$ cat config.mk
export PLATFORM = sky130hd
export DESIGN_NAME = cam_port_decoder
export DESIGN_NICKNAME = d
export VERILOG_FILES = /design/src/rtl/cam_port_pkg.sv /design/src/rtl/cam_code_decode.sv /design/src/rtl/cam_cmd_source.sv /design/src/rtl/cam_access_ctl.sv /design/src/rtl/cam_port_decoder.sv
export SDC_FILE = /design/constraint.sdc
export NUM_CORES = 1
export LEC_CHECK = 0
export BUFFER_PORTS_ARGS = -buffer_cell sky130_fd_sc_hd__buf_2
export CAP_MARGIN = 20
export CELL_PAD_IN_SITES_DETAIL_PLACEMENT = 1
export CELL_PAD_IN_SITES_GLOBAL_PLACEMENT = 1
export CORE_MARGIN = 1
export CORE_UTILIZATION = 27
export DETAILED_ROUTE_END_ITERATION = 8
export GPL_TIMING_DRIVEN = 1
export PLACE_DENSITY = 0.81
export SYNTH_ARGS = -nofsm -noshare
export SYNTH_HDL_FRONTEND = slang
export SYNTH_SLANG_ARGS = --single-unit
$ cat constraint.sdc
create_clock -name clk -period 2 [get_ports clk]
set_clock_uncertainty 0.15 [all_clocks]
set_input_delay 0.4 -clock clk [delete_from_list [all_inputs] [get_ports clk]]
set_output_delay 0.4 -clock clk [all_outputs]
set_load 0.03 [all_outputs]
$ cat src/rtl/cam_port_pkg.sv
// Shared operation type and code constants for the CAM control port decoder.
// Assumes a 6-bit opcode field below a mask-select field.
package cam_port_pkg;

    typedef enum logic [2:0] {
        OP_NOP  = 3'd0,
        OP_CMP  = 3'd1,
        OP_WRA  = 3'd2,
        OP_RDA  = 3'd3,
        OP_SETV = 3'd4,
        OP_SETE = 3'd5,
        OP_LDA  = 3'd6,
        OP_SEL  = 3'd7
    } cmd_op_e;

    localparam logic [5:0] OPC_NOP  = 6'h00;
    localparam logic [5:0] OPC_CMP  = 6'h01;
    localparam logic [5:0] OPC_WRA  = 6'h02;
    localparam logic [5:0] OPC_RDA  = 6'h03;
    localparam logic [5:0] OPC_SETV = 6'h04;
    localparam logic [5:0] OPC_SETE = 6'h05;
    localparam logic [5:0] OPC_LDA  = 6'h06;
    // Select-register opcodes: top two opcode bits equal this prefix.
    localparam logic [1:0] SEL_PREFIX = 2'b10;

endpackage

$ cat src/rtl/cam_code_decode.sv
// Combinational decoder from a 9-bit control code to an operation.
// Assumes: code = {mask select, opcode}; masks are valid only with compare
// and write-at-address-register, and only for select values below NUM_MASKS.
module cam_code_decode
    import cam_port_pkg::*;
#(
    parameter int OPC_W     = 6,
    parameter int MSEL_W    = 3,
    parameter int SEL_W     = 4,
    parameter int NUM_MASKS = 3,
    localparam int CODE_W   = OPC_W + MSEL_W,
    localparam int MASK_W   = $clog2(NUM_MASKS)
) (
    input  logic [CODE_W-1:0] code,
    output logic              ok,
    output cmd_op_e           op,
    output logic [MASK_W-1:0] mask,
    output logic [SEL_W-1:0]  sel
);

    logic [OPC_W-1:0]  opc;
    logic [MSEL_W-1:0] msel;

    assign opc  = code[OPC_W-1:0];
    assign msel = code[CODE_W-1:OPC_W];

    // Purpose: classify the opcode and check its mask select.
    always_comb begin
        ok   = 1'b0;
        op   = OP_NOP;
        mask = '0;
        sel  = '0;
        if (opc[OPC_W-1:SEL_W] == SEL_PREFIX) begin
            if (msel == '0) begin
                ok  = 1'b1;
                op  = OP_SEL;
                sel = opc[SEL_W-1:0];
            end
        end else begin
            case (opc)
                OPC_NOP:  if (msel == '0) begin ok = 1'b1; op = OP_NOP;  end
                OPC_RDA:  if (msel == '0) begin ok = 1'b1; op = OP_RDA;  end
                OPC_SETV: if (msel == '0) begin ok = 1'b1; op = OP_SETV; end
                OPC_SETE: if (msel == '0) begin ok = 1'b1; op = OP_SETE; end
                OPC_LDA:  if (msel == '0) begin ok = 1'b1; op = OP_LDA;  end
                OPC_CMP: if (int'(msel) < NUM_MASKS) begin
                    ok   = 1'b1;
                    op   = OP_CMP;
                    mask = msel[MASK_W-1:0];
                end
                OPC_WRA: if (int'(msel) < NUM_MASKS) begin
                    ok   = 1'b1;
                    op   = OP_WRA;
                    mask = msel[MASK_W-1:0];
                end
                default: ;
            endcase
        end
    end

endmodule

$ cat src/rtl/cam_cmd_source.sv
// Picks the control code source (pins or data bus) and holds the
// instruction register flag. Assumes cfg_mode all-zero means hardware
// control; a command cycle is address strobe high with write strobe low.
module cam_cmd_source #(
    parameter int MODE_W = 2,
    parameter int CODE_W = 9
) (
    input  logic              clk,
    input  logic              rst_n,
    input  logic [MODE_W-1:0] cfg_mode,
    input  logic              av_n,
    input  logic              w_n,
    input  logic [CODE_W-1:0] pin_code,
    input  logic [CODE_W-1:0] bus_code,
    input  logic              bus_flag,
    output logic              cmd_cycle,
    output logic [CODE_W-1:0] code,
    output logic              ir_flag
);

    logic hw_mode;

    assign hw_mode   = (cfg_mode == '0);
    assign cmd_cycle = av_n && !w_n;
    assign code      = hw_mode ? pin_code : bus_code;

    // Purpose: load the instruction register flag on software command cycles.
    always_ff @(posedge clk) begin
        if (!rst_n) begin
            ir_flag <= 1'b0;
        end else if (cmd_cycle && !hw_mode) begin
            ir_flag <= bus_flag;
        end
    end

    p_hw_keeps_flag_r8: assert property (@(posedge clk) disable iff (!rst_n)
        (hw_mode || !cmd_cycle) |=> $stable(ir_flag))
        else $error("p_hw_keeps_flag_r8");

    p_sw_loads_flag_r7: assert property (@(posedge clk) disable iff (!rst_n)
        (!hw_mode && cmd_cycle) |=> (ir_flag == $past(bus_flag)))
        else $error("p_sw_loads_flag_r7");

endmodule

$ cat src/rtl/cam_access_ctl.sv
// Random read/write path: registers the entry address, the validity bit
// to store, the access pulses and the validity line output enable.
// Assumes the memory answers mem_vld_in combinationally from mem_addr.
module cam_access_ctl #(
    parameter int ADDR_W = 12
) (
    input  logic              clk,
    input  logic              rst_n,
    input  logic              av_n,
    input  logic              w_n,
    input  logic [ADDR_W-1:0] ac_bus,
    input  logic              vb_in,
    input  logic              mem_vld_in,
    output logic              mem_wr,
    output logic              mem_rd,
    output logic [ADDR_W-1:0] mem_addr,
    output logic              mem_wvalid,
    output logic              vb_oe,
    output logic              vb_out
);

    logic wr_cyc;
    logic rd_cyc;

    assign wr_cyc = !av_n && !w_n;
    assign rd_cyc = !av_n && w_n;

    // Purpose: register access pulses, address, stored validity and drive enable.
    always_ff @(posedge clk) begin
        if (!rst_n) begin
            mem_wr     <= 1'b0;
            mem_rd     <= 1'b0;
            mem_addr   <= '0;
            mem_wvalid <= 1'b0;
            vb_oe      <= 1'b0;
        end else begin
            mem_wr <= wr_cyc;
            mem_rd <= rd_cyc;
            vb_oe  <= rd_cyc;
            if (!av_n) begin
                mem_addr <= ac_bus;
            end
            if (wr_cyc) begin
                mem_wvalid <= !vb_in;
            end
        end
    end

    // Purpose: drive the active-low validity of the read entry, idle high.
    assign vb_out = vb_oe ? !mem_vld_in : 1'b1;

    p_write_pulse_r3: assert property (@(posedge clk) disable iff (!rst_n)
        wr_cyc |=> (mem_wr && !mem_rd && mem_addr == $past(ac_bus)))
        else $error("p_write_pulse_r3");

    p_read_drive_r4: assert property (@(posedge clk) disable iff (!rst_n)
        rd_cyc |=> (mem_rd && vb_oe && !mem_wr))
        else $error("p_read_drive_r4");

    p_oe_released_r5: assert property (@(posedge clk) disable iff (!rst_n)
        !rd_cyc |=> (!vb_oe && vb_out))
        else $error("p_oe_released_r5");

    p_addr_held_r5: assert property (@(posedge clk) disable iff (!rst_n)
        av_n |=> $stable(mem_addr))
        else $error("p_addr_held_r5");

endmodule

$ cat src/rtl/cam_port_decoder.sv
// Top of the CAM control port decoder. Splits each sampled cycle into a
// random access (address strobe low) or a command (address strobe high,
// write strobe low), decodes the code from pins or data bus depending on
// the control mode, and registers all results as one-cycle pulses.
// Assumes synchronous active-low reset and a single clock.
module cam_port_decoder
    import cam_port_pkg::*;
#(
    parameter int ADDR_W    = 12,
    parameter int DATA_W    = 32,
    parameter int MODE_W    = 2,
    parameter int OPC_W     = 6,
    parameter int MSEL_W    = 3,
    parameter int SEL_W     = 4,
    parameter int NUM_MASKS = 3,
    parameter int FLAG_BIT  = 12,
    localparam int CODE_W   = OPC_W + MSEL_W,
    localparam int MASK_W   = $clog2(NUM_MASKS)
) (
    input  logic              clk,
    input  logic              rst_n,
    input  logic [MODE_W-1:0] cfg_mode,
    input  logic              av_n,
    input  logic              w_n,
    input  logic [ADDR_W-1:0] ac_bus,
    input  logic [DATA_W-1:0] dq,
    input  logic              vb_in,
    output logic              vb_out,
    output logic              vb_oe,
    input  logic              mem_vld_in,
    output logic              mem_wr,
    output logic              mem_rd,
    output logic [ADDR_W-1:0] mem_addr,
    output logic              mem_wvalid,
    output logic              cmd_vld,
    output logic              cmd_err,
    output logic [2:0]        cmd_op,
    output logic [MASK_W-1:0] cmd_mask,
    output logic [SEL_W-1:0]  cmd_sel,
    output logic              ir_flag
);

    logic              cmd_cycle;
    logic [CODE_W-1:0] code;
    logic              dec_ok;
    cmd_op_e           dec_op;
    logic [MASK_W-1:0] dec_mask;
    logic [SEL_W-1:0]  dec_sel;
    logic              dq_unused;

    // Data bus bits that carry neither the code nor the flag.
    assign dq_unused = ^{dq[DATA_W-1:FLAG_BIT+1], dq[FLAG_BIT-1:CODE_W]};

    cam_cmd_source #(
        .MODE_W (MODE_W),
        .CODE_W (CODE_W)
    ) u_src (
        .clk       (clk),
        .rst_n     (rst_n),
        .cfg_mode  (cfg_mode),
        .av_n      (av_n),
        .w_n       (w_n),
        .pin_code  (ac_bus[CODE_W-1:0]),
        .bus_code  (dq[CODE_W-1:0]),
        .bus_flag  (dq[FLAG_BIT]),
        .cmd_cycle (cmd_cycle),
        .code      (code),
        .ir_flag   (ir_flag)
    );

    cam_code_decode #(
        .OPC_W     (OPC_W),
        .MSEL_W    (MSEL_W),
        .SEL_W     (SEL_W),
        .NUM_MASKS (NUM_MASKS)
    ) u_dec (
        .code (code),
        .ok   (dec_ok),
        .op   (dec_op),
        .mask (dec_mask),
        .sel  (dec_sel)
    );

    cam_access_ctl #(
        .ADDR_W (ADDR_W)
    ) u_acc (
        .clk        (clk),
        .rst_n      (rst_n),
        .av_n       (av_n),
        .w_n        (w_n),
        .ac_bus     (ac_bus),
        .vb_in      (vb_in),
        .mem_vld_in (mem_vld_in),
        .mem_wr     (mem_wr),
        .mem_rd     (mem_rd),
        .mem_addr   (mem_addr),
        .mem_wvalid (mem_wvalid),
        .vb_oe      (vb_oe),
        .vb_out     (vb_out)
    );

    // Purpose: register the decoded command or the error pulse.
    always_ff @(posedge clk) begin
        if (!rst_n) begin
            cmd_vld  <= 1'b0;
            cmd_err  <= 1'b0;
            cmd_op   <= 3'd0;
            cmd_mask <= '0;
            cmd_sel  <= '0;
        end else begin
            cmd_vld  <= cmd_cycle && dec_ok;
            cmd_err  <= cmd_cycle && !dec_ok;
            cmd_op   <= (cmd_cycle && dec_ok) ? dec_op   : OP_NOP;
            cmd_mask <= (cmd_cycle && dec_ok) ? dec_mask : '0;
            cmd_sel  <= (cmd_cycle && dec_ok) ? dec_sel  : '0;
        end
    end

    p_one_result_r6: assert property (@(posedge clk) disable iff (!rst_n)
        $onehot0({cmd_vld, cmd_err, mem_wr, mem_rd}))
        else $error("p_one_result_r6");

    p_idle_quiet_r11: assert property (@(posedge clk) disable iff (!rst_n)
        (av_n && w_n) |=> !(cmd_vld || cmd_err || mem_wr || mem_rd))
        else $error("p_idle_quiet_r11");

    p_bad_code_r10: assert property (@(posedge clk) disable iff (!rst_n)
        (cmd_cycle && !dec_ok) |=> (cmd_err && cmd_op == 3'd0))
        else $error("p_bad_code_r10");

    p_mask_gated_r12: assert property (@(posedge clk) disable iff (!rst_n)
        (cmd_vld && cmd_mask != '0) |-> (cmd_op == OP_CMP || cmd_op == OP_WRA))
        else $error("p_mask_gated_r12");

endmodule

==> qor.csv, run 1 <==
stage;metric;value;unit
final_layout;layout cells sized above 1;40.4;%
grt;vias in the first global route;1341;
grt;largest net degree at the start of global routing;19;
timing;endpoints failing hold;0;
timing;Pins Over Slew Limit;0;
timing;Final Critical Period;1.81;ns
yosys;Mean Syn Cell Area;9.32;um2
yosys;sequential-to-total area share from yosys stat;41.4;%
place;IO Port Bufs;58;
min_path;HP Start;w_n;
pwr;Final Power;1.15;mW
timing;final setup vio count;0;
yosys;asr flop ratio synth;0;%
pwr;Clock power frac;28.4;%
floorplanning;Starting Density;29.0;%
route;DR pass1 iterations;4;
route;vias;1271;
final_layout;Finished Layout Cells;265;
worst_setup_path;critical path class;input pin to flip-flop;
clocking;CTS tree;yes;
pwr;Power Density;637;nW/um2
pwr;leak pwr;0.877;nW
final_layout;Inserted Diodes;0;
worst_setup_path;CP Launch Type;input pin;
min_path;Cells on Worst Hold Path;2;
place;placed instance area;1750;um2
worst_setup_path;CP max stage cell;or2_1;
clocking;Max clock buf depth;2;
grt;antenna violations before repair;0;
grt;total global-route track usage;15.1;%
timing;Slew HR;69.1;%
clocking;# H-tree levels;1;
timing;FMAX;553;MHz
final_layout;Final Cell Area;1800;um2
worst_setup_path;reg-to-reg slack, setup;1.22;ns
worst_setup_path;worst r2r dst;u_acc.mem_wvalid;
place;pre-CTS WS;-0.117;ns
yosys;distinct cell type count after synthesis;38;
pwr;logic gate share of total power;22.3;%
pwr;Sw Ratio;29.5;%
timing;hold_ws;0.208;ns
yosys;Yosys warning count;0;
timing;worst slew pin tran;0.463;ns
yosys;top_reg_cell synth;dfxtp_1;
worst_setup_path;CP delay by family, top;compound AO/OA/AOI/OAI gates;
clocking;CTS root buffer;clkbuf_8;
place;GP Congestion;0.822;
worst_setup_path;cell count along the critical path;8;
yosys;Synth area leaders;dfxtp_1 (41%), mux2i_1 (12%), nor2b_1 (6.2%), nand2_1 (4.0%), nor3b_1 (4.0%);
route;DRT antenna net count;0;
yosys;area leader, netlist;dfxtp_1;
floorplanning;die area;5120;um2
place;DP HPWL;3030;um
worst_setup_path;crit end category;flip-flop;
final_layout;most frequent cells in the layout;buf_2 (58), dfxtp_1 (27), buf_4 (19), mux2i_1 (15), nand2_1 (14);
worst_setup_path;WP data required;2.01;ns
worst_setup_path;Max stage delay on crit path;0.31;ns
yosys;post-synthesis register bit count;27;
status;status;complete, no violations;
route;final WL;3680;um
clocking;CTS resizes;0;
yosys;Synth Net Count;192;
pwr;Worst VDD drop;0.346;mV
grt;first-pass GRT wire length;6000;um
timing;RSZ-0062 raised after global routing;no;
pwr;Psw;339;uW
floorplanning;Core ar.;4500;um2
clocking;CTS Buf Count;3;
clocking;post-CTS setup repair buffer count;0;
clocking;# hold bufs at CTS;0;
clocking;worst skew pair latency;0.27;ns
final_layout;commonest non-fill, non-tap cell in the layout;buf_2;
worst_setup_path;Buffers & Inverters on Critical Path;3;
pwr;Internal Power;808;uW
final_layout;Synth-to-Final Area Change;38.0;%
timing;Post-Route Setup TNS;0;ns
floorplanning;Die W;71.5;um
job;max cap viols;0;
worst_setup_path;Worst R2R Start;u_acc.mem_wvalid;
floorplanning;I/O pin total;81;
route;final routed DRC violation total;0;
floorplanning;height of the die;71.5;um
pwr;power share of the sequential group;49.3;%
yosys;number of flops mapped to enable cells by yosys;0;
final_layout;nets;266;
worst_setup_path;top fanout value on the critical path;6;
yosys;top cell type's share of synthesized area;41.4;%
yosys;Cells after Synth;140;
grt;grt ovf;0;
route;Detailed Route Iter0 Violations;14;
place;dpl cells;261;
clocking;clock slew at reported path FFs;0.10;ns
min_path;WHS Endpoint;u_acc.mem_wr;
clocking;Clock Sinks;27;
route;wire per inst;13.9;um
worst_setup_path;r2r worst-path depth;1;
route;Vias/cell;4.80;
timing;crit share post-route;90.4;%
timing;Final WS setup;0.191;ns
min_path;worst min path class;input pin to flip-flop;
worst_setup_path;CP arrival;1.82;ns
floorplanning;# rows;24;
worst_setup_path;cell chain of the critical path;buf_2 > or2_1 > buf_4 > a21oi_2 > buf_4 > a211oi_1 > o21ai_0 > a211oi_1;
final_layout;Finished Core Util;40.0;%
yosys;Post-Syn Area;1310;um2
==> layer usage <==
layer  vias to the layer above  share of wire (%)  wire length (um)  GRT usage, %
li1                        639                  -                 -             -
met2                        37                 51              1860          27.8
met5                         -                  0                 0             0
met4                         0               0.38                14          3.27
met1                       593                 43              1590          17.2
met3                         2                5.8               215          4.64
==> cells in the mapped netlist (2+ instances only) <==
master    number
o22ai_1        2
nor4_1         4
a21oi_1        8
and3b_1        2
buf_6          2
and3_1         2
inv_1          2
mux2i_1       15
a211oi_1       4
nand2_1       14
nor3b_1        7
clkbuf_1       2
buf_2          2
dfxtp_1       27
nor2b_1       13
nand2b_1       2
nor2_1        10
xor2_1         2
==> worst max-delay path by stage <==
stage                           start   endpoint
after CTS                 cfg_mode[0]  cmd_op[1]
after global placement    cfg_mode[1]  cmd_op[1]
after floorplan           cfg_mode[0]  cmd_op[0]
final                     cfg_mode[1]  cmd_op[1]
after detailed placement  cfg_mode[0]  cmd_op[1]
after global routing      cfg_mode[1]  cmd_op[1]
==> power by group through the flow <==
stage	combinational (mW)	sequential, mW	clock, mW
global placement	0.252	0.577	0
detailed placement	0.259	0.578	0
finish	0.255	0.565	0.326
global route	0.279	0.568	0.361
floorplan	0.109	0.617	0
CTS	0.259	0.566	0.342
==> final cells by class <==
class	count	area (um2)
flip-flops and latches	27	541
fillers	544	2700
clock buffers	3	41.3
clock inverters	1	7.51
inverters	2	7.51
repair buffers	77	433
well taps	52	65.1
multi-input cells	103	706
==> sequential cells by signal (all words and copies together), names as in the netlist <==
register and count:
u_acc.mem_wvalid 1, cmd_mask 2, cmd_op 3, u_acc.mem_wr 1, u_acc.mem_rd 1, u_src.ir_flag 1, cmd_vld 1, cmd_sel 4
u_acc.mem_addr 12, cmd_err 1
==> kinds of logic after synthesis <==
| group | after synthesis | synth area share (%) |
|---|---|---|
| xor gates and xnor gates | 2 | 1.34 |
| buffers and inverters | 10 | 4.51 |
| and+or+nand+nor | 62 | 27.8 |
| AOI/OAI and AO/OA | 22 | 11.4 |
| muxes | 17 | 13.5 |
| DFF | 27 | 41.4 |
Power figures use the tool's default switching activity.
==> inputs of run 2 (changes only) <==
--- a/config.mk
+++ b/config.mk
@@ -5,15 +5,16 @@
 export SDC_FILE = /design/constraint.sdc
 export NUM_CORES = 1
 export LEC_CHECK = 0
+export ABC_AREA = 1
 export BUFFER_PORTS_ARGS = -buffer_cell sky130_fd_sc_hd__buf_2
-export CAP_MARGIN = 20
 export CELL_PAD_IN_SITES_DETAIL_PLACEMENT = 1
 export CELL_PAD_IN_SITES_GLOBAL_PLACEMENT = 1
 export CORE_MARGIN = 1
-export CORE_UTILIZATION = 27
+export CORE_UTILIZATION = 24
 export DETAILED_ROUTE_END_ITERATION = 8
 export GPL_TIMING_DRIVEN = 1
-export PLACE_DENSITY = 0.81
+export MAX_ROUTING_LAYER = met4
+export PLACE_DENSITY = 0.79
 export SYNTH_ARGS = -nofsm -noshare
 export SYNTH_HDL_FRONTEND = slang
 export SYNTH_SLANG_ARGS = --single-unit
==> run 2 against run 1 <==
Against the previous run: combinational power down 11%; global-route usage down 1.4 points; critical path depth up 5; critical endpoint unchanged; highest routed layer unchanged.
==> qor.csv, run 2 <==
stage;metric;value;unit
yosys;top_reg_cell synth;dfxtp_1;
grt;vias in the first global route;1307;
yosys;Cells after Synth;178;
floorplanning;height of the die;73.7;um
yosys;Mean Syn Cell Area;6.93;um2
timing;final setup vio count;0;
yosys;Synth Net Count;230;
yosys;distinct cell type count after synthesis;17;
yosys;count leader, synth;nand2_1;
worst_setup_path;CP max stage cell;nor2_4;
yosys;top cell type's share of synthesized area;43.8;%
worst_setup_path;Buffers & Inverters on Critical Path;3;
worst_setup_path;WP data required;2.06;ns
final_layout;Inserted Diodes;0;
pwr;Worst VDD drop;0.230;mV
timing;FMAX;612;MHz
floorplanning;Core ar.;4850;um2
job;max cap viols;0;
route;final WL;3290;um
final_layout;commonest non-fill, non-tap cell in the layout;buf_2;
worst_setup_path;Max stage delay on crit path;0.20;ns
route;final routed DRC violation total;0;
route;Vias/cell;4.17;
worst_setup_path;crit end category;flip-flop;
grt;antenna violations before repair;0;
clocking;post-CTS setup repair buffer count;0;
min_path;worst min path class;input pin to flip-flop;
pwr;Power Density;668;nW/um2
clocking;CTS root buffer;clkbuf_8;
worst_setup_path;most frequent CP cell;nand2_1;
timing;RSZ-0062 raised after global routing;no;
timing;Slew HR;83.7;%
final_layout;Largest regs;u_acc.mem_addr x12, cmd_sel x4, cmd_op x3;
route;DR pass1 iterations;4;
clocking;CTS tree;yes;
final_layout;nets;292;
route;DRT antenna net count;0;
worst_setup_path;cell chain of the critical path;buf_2 > nor2_4 > buf_12 > nand2_1 > nand2_2 > nand2_1 > nor2_1 > nand3_1 > nand2_1 > inv_1 > nand2_2 > nand3_1 > nand2_1;
timing;Final Critical Period;1.63;ns
final_layout;max reg flops;12;
floorplanning;Starting Density;25.4;%
final_layout;largest reg by FF count;u_acc.mem_addr;
grt;largest net degree at the start of global routing;22;
clocking;worst skew pair latency;0.27;ns
clocking;Max clock buf depth;2;
yosys;Synth top cells by count;nand2_1 (43), inv_1 (29), dfxtp_1 (27), nor2_1 (19), o21ai_0 (16);
worst_setup_path;CP arrival;1.70;ns
floorplanning;# rows;25;
timing;worst slew pin tran;0.244;ns
timing;Post-Route Setup TNS;0;ns
yosys;asr flop ratio synth;0;%
yosys;Synth area leaders;dfxtp_1 (44%), nand2_1 (13%), inv_1 (8.8%), o21ai_0 (6.5%), nand2_2 (6.1%);
yosys;number of flops mapped to enable cells by yosys;0;
grt;grt ovf;0;
final_layout;layout cells sized above 1;35.6;%
clocking;CTS resizes;0;
timing;endpoints failing hold;0;
pwr;leak pwr;0.940;nW
floorplanning;Die W;73.7;um
place;GP Congestion;0.754;
final_layout;most frequent cells in the layout;buf_2 (58), nand2_1 (43), inv_1 (29), dfxtp_1 (27), nor2_1 (19);
yosys;post-synthesis register bit count;27;
worst_setup_path;top fanout value on the critical path;9;
route;wire per inst;10.8;um
timing;Pins Over Slew Limit;0;
worst_setup_path;CP delay by family, top;simple AND/OR/NAND/NOR gates;
route;vias;1275;
clocking;# hold bufs at CTS;0;
worst_setup_path;CP Launch Type;input pin;
grt;total global-route track usage;13.8;%
clocking;CTS Buf Count;3;
place;DP HPWL;2710;um
grt;first-pass GRT wire length;5590;um
timing;crit share post-route;81.7;%
yosys;Post-Syn Area;1230;um2
floorplanning;I/O pin total;81;
final_layout;Finished Core Util;34.4;%
yosys;sequential-to-total area share from yosys stat;43.8;%
floorplanning;die area;5430;um2
status;status;complete, no violations;
yosys;area leader, netlist;dfxtp_1;
clocking;Clock Sinks;27;
route;Detailed Route Iter0 Violations;15;
yosys;Yosys warning count;0;
final_layout;Synth-to-Final Area Change;35.3;%
clocking;clock slew at reported path FFs;0.10;ns
place;IO Port Bufs;58;
worst_setup_path;critical path class;input pin to flip-flop;
clocking;# H-tree levels;1;
-- run 2: logic make-up after synthesis --
logic type / count (synthesis) / synth area share (%)
AND/OR/NAND/NOR: 87 / 32.5
AO/OA/AOI/OAI: 30 / 12.5
buffers and inverters: 34 / 11.3
flip-flops: 27 / 43.8
-- run 2: power breakdown --
part,switching (mW),internal (mW),leakage [nW]
clock,0.179,0.141,0.0217
combinational,0.150,0.0764,0.697
sequential,0.00859,0.559,0.221
total,0.338,0.777,0.940
-- run 2: area by class of cell --
class	instances	area, um2
Fill cell	634	3180
Multi-Input combinational cell	117	554
Sequential cell	27	541
Timing Repair Buffer	62	333
Inverter	29	109
Tap cell	67	83.8
Clock buffer	3	41.3
Clock inverter	1	7.51
-- run 2: metal layers --
layer	vias to the layer above	GRT usage [%]	share of wire, %
li1	660	-	-
met1	575	15.9	45
met2	38	24.1	48
met3	2	1.92	5.2
met4	0	5.13	1.2
met5	-	-	0
-- run 2: worst register-to-register path, delay by kind of cell (launching register included) --
kind	cells	cell delay (ns)
flip-flops	1	0.33
AO/OA/AOI/OAI	2	0.22
-- run 2: worst paths after layout --
path | start | end | slack (ns) | depth (start not counted)
setup / recovery | cfg_mode[1] | cmd_op[1] | 0.37 | 13
hold / removal | vb_in | u_acc.mem_wvalid | 0.13 | 2
setup reg to reg | u_acc.mem_addr[4] | u_acc.mem_addr[4] | 1.19 | 2
hold reg to reg | u_acc.mem_addr[10] | u_acc.mem_addr[10] | 0.34 | 2
-- run 2: per-stage QoR --
stage	std cells	power, mW	cell area [um2]	hold slack, ns	worst slack, ns
2_1_floorplan	178	0.725	1230	0.322	0.427
3_3_place_gp	302	0.804	1620	0.310	0.140
3_5_place_dp	302	0.810	1620	0.327	0.0949
4_1_cts	306	1.14	1670	0.122	0.375
5_1_grt	306	1.18	1670	0.125	0.196
6_report	306	1.11	1670	0.132	0.366
